===== src/rtl/opaddr_unit.sv =====
module opaddr_unit #(
  parameter int NREG = 16,
  parameter int DW   = 32,
  parameter int IMMW = 16,
  localparam int IW  = $clog2(NREG)
) (
  input  logic          clk,
  input  logic          rst_n,
  input  logic          start,
  input  logic [2:0]    mode,
  input  logic [IW-1:0] dst_idx,
  input  logic [IW-1:0] src_idx,
  input  logic [IW-1:0] idx_idx,
  input  logic [IMMW-1:0] imm,
  input  logic [1:0]    scale_sel,
  input  logic          wr_en,
  input  logic [IW-1:0] wr_idx,
  input  logic [DW-1:0] wr_data,
  input  logic [IW-1:0] rd_idx,
  output logic [DW-1:0] rd_data,
  output logic          mem_rd,
  output logic [DW-1:0] mem_addr,
  input  logic [DW-1:0] mem_rdata,
  output logic          busy,
  output logic          done,
  output logic          err
);
  typedef enum logic [2:0] {S_IDLE, S_ADDR, S_MEM1, S_MEM2, S_EXEC} st_t;

  st_t           st;
  logic [DW-1:0] rf [NREG];
  logic [2:0]    m_q;
  logic [IW-1:0] d_q, s_q, x_q;
  logic [DW-1:0] k_q, opnd_q, ea;
  logic [1:0]    sc_q;
  logic          uses_mem;

  assign uses_mem = (m_q >= 3'd2) && (m_q <= 3'd6);

  always_comb begin
    case (m_q)
      3'd3:    ea = k_q;
      3'd5:    ea = k_q + rf[s_q];
      3'd6:    ea = k_q + rf[s_q] + (rf[x_q] << sc_q);
      default: ea = rf[s_q];
    endcase
  end

  assign mem_rd   = (st == S_ADDR && uses_mem) || (st == S_MEM1 && m_q == 3'd4);
  assign mem_addr = (st == S_MEM1) ? mem_rdata : ea;
  assign busy     = (st != S_IDLE);
  assign done     = (st == S_EXEC);
  assign err      = (st == S_ADDR) && (m_q == 3'd7);
  assign rd_data  = rf[rd_idx];

  always_ff @(posedge clk or negedge rst_n) begin
    if (!rst_n) begin
      st     <= S_IDLE;
      m_q    <= '0;
      d_q    <= '0;
      s_q    <= '0;
      x_q    <= '0;
      k_q    <= '0;
      sc_q   <= '0;
      opnd_q <= '0;
      for (int i = 0; i < NREG; i++) rf[i] <= '0;
    end else begin
      case (st)
        S_IDLE: begin
          if (wr_en) rf[wr_idx] <= wr_data;
          if (start) begin
            m_q  <= mode;
            d_q  <= dst_idx;
            s_q  <= src_idx;
            x_q  <= idx_idx;
            k_q  <= {{(DW-IMMW){imm[IMMW-1]}}, imm};
            sc_q <= scale_sel;
            st   <= S_ADDR;
          end
        end
        S_ADDR: begin
          if (m_q == 3'd7)      st <= S_IDLE;
          else if (uses_mem)    st <= S_MEM1;
          else begin
            opnd_q <= (m_q == 3'd0) ? k_q : rf[s_q];
            st     <= S_EXEC;
          end
        end
        S_MEM1: begin
          if (m_q == 3'd4) st <= S_MEM2;
          else begin
            opnd_q <= mem_rdata;
            st     <= S_EXEC;
          end
        end
        S_MEM2: begin
          opnd_q <= mem_rdata;
          st     <= S_EXEC;
        end
        S_EXEC: begin
          rf[d_q] <= rf[d_q] + opnd_q;
          st      <= S_IDLE;
        end
        default: st <= S_IDLE;
      endcase
    end
  end
endmodule



===== config.mk =====
export PLATFORM = sky130hd
export DESIGN_NAME = opaddr_unit
export DESIGN_NICKNAME = d
export VERILOG_FILES = /design/src/rtl/opaddr_unit.sv
export SDC_FILE = /design/constraint.sdc
export NUM_CORES = 2
export LEC_CHECK = 0
export BUFFER_PORTS_ARGS = -buffer_cell sky130_fd_sc_hd__buf_2
export CELL_PAD_IN_SITES_DETAIL_PLACEMENT = 2
export CELL_PAD_IN_SITES_GLOBAL_PLACEMENT = 2
export CORE_ASPECT_RATIO = 1.75
export CORE_MARGIN = 2
export CORE_UTILIZATION = 44
export CTS_CLUSTER_DIAMETER = 50
export DETAILED_ROUTE_END_ITERATION = 12
export PLACE_DENSITY = 0.88
export SYNTH_ARGS = -nofsm -noshare
export SYNTH_HDL_FRONTEND = slang
export SYNTH_SLANG_ARGS = --single-unit

===== constraint.sdc =====
create_clock -name clk -period 7.35 [get_ports clk]
set_input_delay 0.3675 -clock clk [delete_from_list [all_inputs] [get_ports clk]]
set_output_delay 0.3675 -clock clk [all_outputs]
set_load 0.1 [all_outputs]

==> impl_metrics.py, run 1 <==
metrics = {
    "logic_synthesis": {
        "synth-warning-count": 0,
        "netlist.top_cell.by_area": "mux4_2",
        "synth_enable_flop_cells": 0,
        "netlist-cell-type-count": 82,
        "ys_dominant_reg_cell": "dfrtp_1",
        "share_of_flip_flops_with_an_asynchronous_set_or_reset_pct": 100,
        "ys_ff_latch": 580,
        "synthTopCellsByArea": "mux4_2, dfrtp_1, o221ai_1",
        "seq_area_frac_synth_pct": 31.2,
        "syn_nets": 4361,
        "post_synth_inst_count": 4156,
        "mappedNetlistArea_um2": 46600,
        "synth_top_cell_area_share_pct": 31.3,
        "avgSynthCellArea_um2": 11.2,
    },
    "sta": {
        "worst_endpoint_kind": "primary output",
        "grt_repair_worst_endpoint": "mem_addr[31]",
    },
    "global_routing": {
        "groute.usage.overall_pct": 77.4,
        "grt_start_max_net_pins": 161,
        "grt_remaining_overflow": 57,
    },
    "clocking": {
        "clkSinkCount": 580,
        "clock_path_buffers": 3,
        "h-tree-depth": 3,
        "clk_root_buffer_cell": "clkbuf_16",
        "tritoncts.num_buffers": 69,
    },
    "die": {
        "num_rows": 157,
        "die_h_um": 434,
        "floorplan.initialDensity_pct": 44.5,
        "die_w_um": 250,
        "boundaryPins": 177,
    },
    "place": {
        "globalplace.congestion": 0.994,
        "dp_hpwl_um": 178000,
        "port_buffers": 176,
    },
    "run_status": {
        "error": "[ERROR GRT-0232] Routing congestion too high. Check the congestion heatmap in the GUI.",
        "status": "aborted with a tool error",
        "stop_stage": "global routing (5_1_grt)",
    },
}
==> kinds of logic after synthesis <==
family,count (synthesis),share of synthesized area [%]
AO/OA/AOI/OAI,1419,20.3
AND/OR/NAND/NOR,819,7.80
multiplexers,701,32.7
flip-flops,580,31.2
buffers and inverters,456,3.83
adder cells (fa/ha/maj),96,2.63
XOR/XNOR,85,1.63
==> routing by layer <==
layer | GRT overflow | GRT usage, %
met5 | 0 | 44.6
met4 | 22 | 79.2
met3 | 1 | 66.0
met2 | 34 | 92.0
met1 | 0 | 74.4
==> timing repair <==
| action | 4_1_cts |
|---|---|
| setup buffers | 65 |
| hold endpoints to repair | 125 |
| pin swaps | 38 |
| gates cloned | 6 |
| setup endpoints to repair | 20 |
| gates resized for setup | 94 |
| hold buffers | 37 |
==> synth_stat cells (7+ instances only) <==
cell type and count:
a221oi_1 18, mux4_2 648, inv_1 22, nor2_1 175, nand2_1 375, nand2b_1 25
o21a_1 160, a21o_1 50, nor2b_1 21, nor3_1 99, nor3_2 7, a221o_1 14
nand3_1 38, and2_1 20, mux2i_1 12, dfrtp_1 580, xnor2_1 52, a211oi_1 12
ha_1 93, xor2_1 31, o221ai_1 227, buf_2 50, buf_1 55, o211ai_1 9
and3_1 16, clkbuf_1 323, nand4_1 8, o22ai_1 24, o21ai_0 32, a22oi_1 197
o21ai_1 334, a31oi_1 8, or3_1 11, a21oi_1 272, mux2_2 38, o21bai_1 13
==> through the flow <==
step | utilization, % | instance area [um^2] | setup WS, ns | hold WS (ns) | cells
after CTS | 51.1 | 53500 | -0.117 | 0.000181 | 5649
after floorplan | - | 46600 | 0.137 | 0.0719 | 4156
after detailed placement | 47.2 | 49400 | -0.324 | 0.461 | 5416
after global placement | 47.2 | 49400 | -0.00942 | 0.460 | 5416
==> run 2, diff against run 1 <==
Settings changed: CELL_PAD_IN_SITES_DETAIL_PLACEMENT 2 to unset, CELL_PAD_IN_SITES_GLOBAL_PLACEMENT 2 to unset, CORE_ASPECT_RATIO 1.75 to unset, CORE_UTILIZATION 44 to 34, CTS_CLUSTER_DIAMETER 50 to unset, PLACE_DENSITY 0.88 to unset, PLACE_DENSITY_LB_ADDON set to 0.15.
==> run 2 against run 1 <==
The run now ends clean; synthesized area is the same; synthesized cell count is the same.
==> impl_metrics.py, run 2 <==
metrics = {
    "finish": {
        "max_flop_register": "rf",
        "area_growth_syn_to_layout_pct": 17.1,
        "layout-drive-gt1-share_pct": 31.5,
        "layout_common_cells": "mux4_2, dfrtp_1, nand2_1, o21ai_1, a21oi_1",
        "layout_top_registers": "rf (512), opnd_q (32), k_q (16)",
        "fin_nets": 4489,
        "largest_reg_flops": 512,
        "core_utilization_of_the_finished_layout_pct": 40.2,
        "fillerInstances": 12910,
        "layout_commonest_cell": "mux4_2",
    },
    "clocking": {
        "tritoncts": "built",
        "h-tree-depth": 3,
        "clkLatencyLatePin_ns": 0.70,
        "clock_path_buffers": 3,
        "clk_transition_reported_paths_ns": 0.06,
        "tritoncts.num_buffers": 75,
        "clkSinkCount": 580,
        "clk_root_buffer_cell": "clkbuf_16",
    },
    "global_routing": {
        "number_of_global_route_vias_before_repair": 41271,
        "grt.met3_usage_pct": 12.2,
        "grt-busiest-layer": "met2",
        "grt_start_max_net_pins": 141,
        "grt_pass1_wl_um": 326000,
        "initial_antenna_violation_count": 21,
        "gr-usage-met2_pct": 47.1,
        "global_route.usage.met1_pct": 43.2,
        "groute.usage.overall_pct": 32.8,
        "grt_remaining_overflow": 0,
    },
    "flow_run": {
        "maxCapViolCount": 0,
    },
    "sta": {
        "worst_clock_skew_ns": 0.0206,
        "finalSetupViolations": 0,
        "final_report_hold_violation_count": 0,
        "report.final.slew_viol_count": 0,
        "grt_setup_unrepaired": "true",
        "fmaxAchievable_mhz": 137,
        "slew_headroom_pct": 7.49,
        "min_period_over_period_pct": 99.6,
        "timing_worst_slew_pin_value_ns": 1.38,
        "min_period_ns": 7.32,
    },
    "logic_synthesis": {
        "synth_top_cell_area_share_pct": 31.3,
        "avgSynthCellArea_um2": 11.2,
        "netlist-cell-type-count": 82,
        "netlist_top_cells_count": "mux4_2, dfrtp_1, nand2_1, o21ai_1, clkbuf_1",
        "syn_nets": 4361,
        "synth-warning-count": 0,
        "synth_most_common_cell": "mux4_2",
        "mappedNetlistArea_um2": 46600,
        "seq_area_frac_synth_pct": 31.2,
        "netlist.top_cell.by_area": "mux4_2",
        "synth_enable_flop_cells": 0,
        "ys_ff_latch": 580,
        "synthTopCellsByArea": "mux4_2, dfrtp_1, o221ai_1",
        "share_of_flip_flops_with_an_asynchronous_set_or_reset_pct": 100,
        "post_synth_inst_count": 4156,
        "ys_dominant_reg_cell": "dfrtp_1",
    },
    "critical_path": {
        "worst-path-max-fanout": 7,
        "worst-setup-path-type": "flop to primary output",
        "r2r_cells": 13,
        "worst_path_most_repeated_cell": "buf_12",
        "path_delay_family": "compound AO/OA/AOI/OAI gates",
        "critical_path_cell_count": 26,
        "timing.critical_path.slowest_stage_cell": "mux4_2",
        "critical_path_required_ns": 6.98,
        "timing.critical_path.arrival_ns": 6.96,
        "setup.worst_path.end_class": "primary output",
        "start_kind": "flop",
        "critical_path.n_buffers_inverters": 7,
        "critical-path-max-stage-delay_ns": 0.57,
    },
    "die": {
        "floorplan.initialDensity_pct": 34.3,
        "boundaryPins": 177,
        "die_w_um": 374,
        "die_h_um": 374,
        "placeable_area_um2": 136000,
        "num_rows": 135,
        "fp.dieArea_um2": 140000,
    },
    "route": {
        "detail_route.first_pass.iterations": 6,
        "drc": 0,
        "wire_per_inst_um": 38.1,
        "routed-via-count": 43309,
        "drtAntennaViolNets": 0,
        "wirelength_um": 234000,
        "vias_per_cell": 7.06,
        "detail_route.iter0.violations": 5974,
    },
    "place": {
        "dp_hpwl_um": 152000,
        "globalplace.congestion": 0.972,
        "port_buffers": 176,
    },
    "min_path": {
        "whs_path_depth": 3,
        "min-delay-path-class": "input pin to flop",
    },
    "run_status": {
        "status": "finished clean",
    },
}
run 2: cell counts after synthesis:
No cell type changed its count.
run 2: metrics by stage:
stage               hold WS, ns  instances  area (um^2)  setup TNS [ns]  setup slack (ns)
finish                   0.0185       6135        54500               0            0.0271
global route             0.0321       6124        54500          -0.546            -0.140
CTS                    0.000358       6108        54200         -0.0149           -0.0149
detailed placement        0.435       5862        50100               0            0.0927
global placement          0.440       5862        50100               0            0.0641
floorplan                0.0719       4156        46600               0             0.137
run 2: tightest hold or removal path, delay by kind of cell:
kind                   cells  cell delay (ns)
AOI/OAI and AO/OA          2             0.16
buffers and inverters      1             0.13
run 2: path summary, 6_finish.rpt:
path / from / to / slack (ns)
worst min register to register: opnd_q[2]$_DFFE_PN0P_ / opnd_q[2]$_DFFE_PN0P_ / 0.51
worst max register to register: d_q[0]$_DFFE_PN0P_ / rf[123]$_DFFE_PN0P_ / 1.08
max in group asynchronous: rst_n / s_q[0]$_DFFE_PN0P_ / 5.58
min in group asynchronous: rst_n / rf[26]$_DFFE_PN0P_ / 0.29
worst min-delay path: wr_data[13] / rf[269]$_DFFE_PN0P_ / 0.02
worst max-delay path: s_q[0]$_DFFE_PN0P_ / mem_addr[31] / 0.03
run 2: area by class of cell:
cell class / count / area, um^2 / area share [%]
Timing Repair Buffer: 481 / 4060 / 7.44
Inverter: 26 / 97.6 / 0.179
Clock inverter: 25 / 360 / 0.661
Clock buffer: 108 / 2220 / 4.08
Multi-Input combinational cell: 3120 / 31000 / 56.8
Antenna cell: 14 / 35.0 / 0.0643
Sequential cell: 580 / 14500 / 26.7
Tap cell: 1781 / 2230 / 4.09
run 2: timing repair:
action | 4_1_cts | 5_1_grt
setup buffers | 47 | 14
gates resized for setup | 44 | 36
cloned | 6 | 1
hold buffers | 60 | 0
pin swaps | 18 | 27
hold endpoints to repair | 158 | 0
endpoints found under the setup margin | 9 | 13
run 2: cell families (layout without fill, tap and decap cells):
family / count (synthesis) / in the layout / synth area share, %
simple gates: 819 / 819 / 7.80
flops: 580 / 580 / 31.2
compound gates: 1419 / 1419 / 20.3
fa+ha+maj: 96 / 96 / 2.63
mux: 701 / 701 / 32.7
xor+xnor: 85 / 85 / 1.63
other cells: 0 / 14 / 0
buf+inv: 456 / 640 / 3.83
run 2: routing by layer:
layer / vias to the layer above / part of all wire [%]
li1: 17106 / -
met1: 22424 / 38
met2: 3154 / 43
met3: 611 / 14
met4: 14 / 5.7
met5: - / 0.10
Power of run 2 is not shown: default switching activity piles up to over one toggle a cycle in this logic, so the estimate is an artifact.
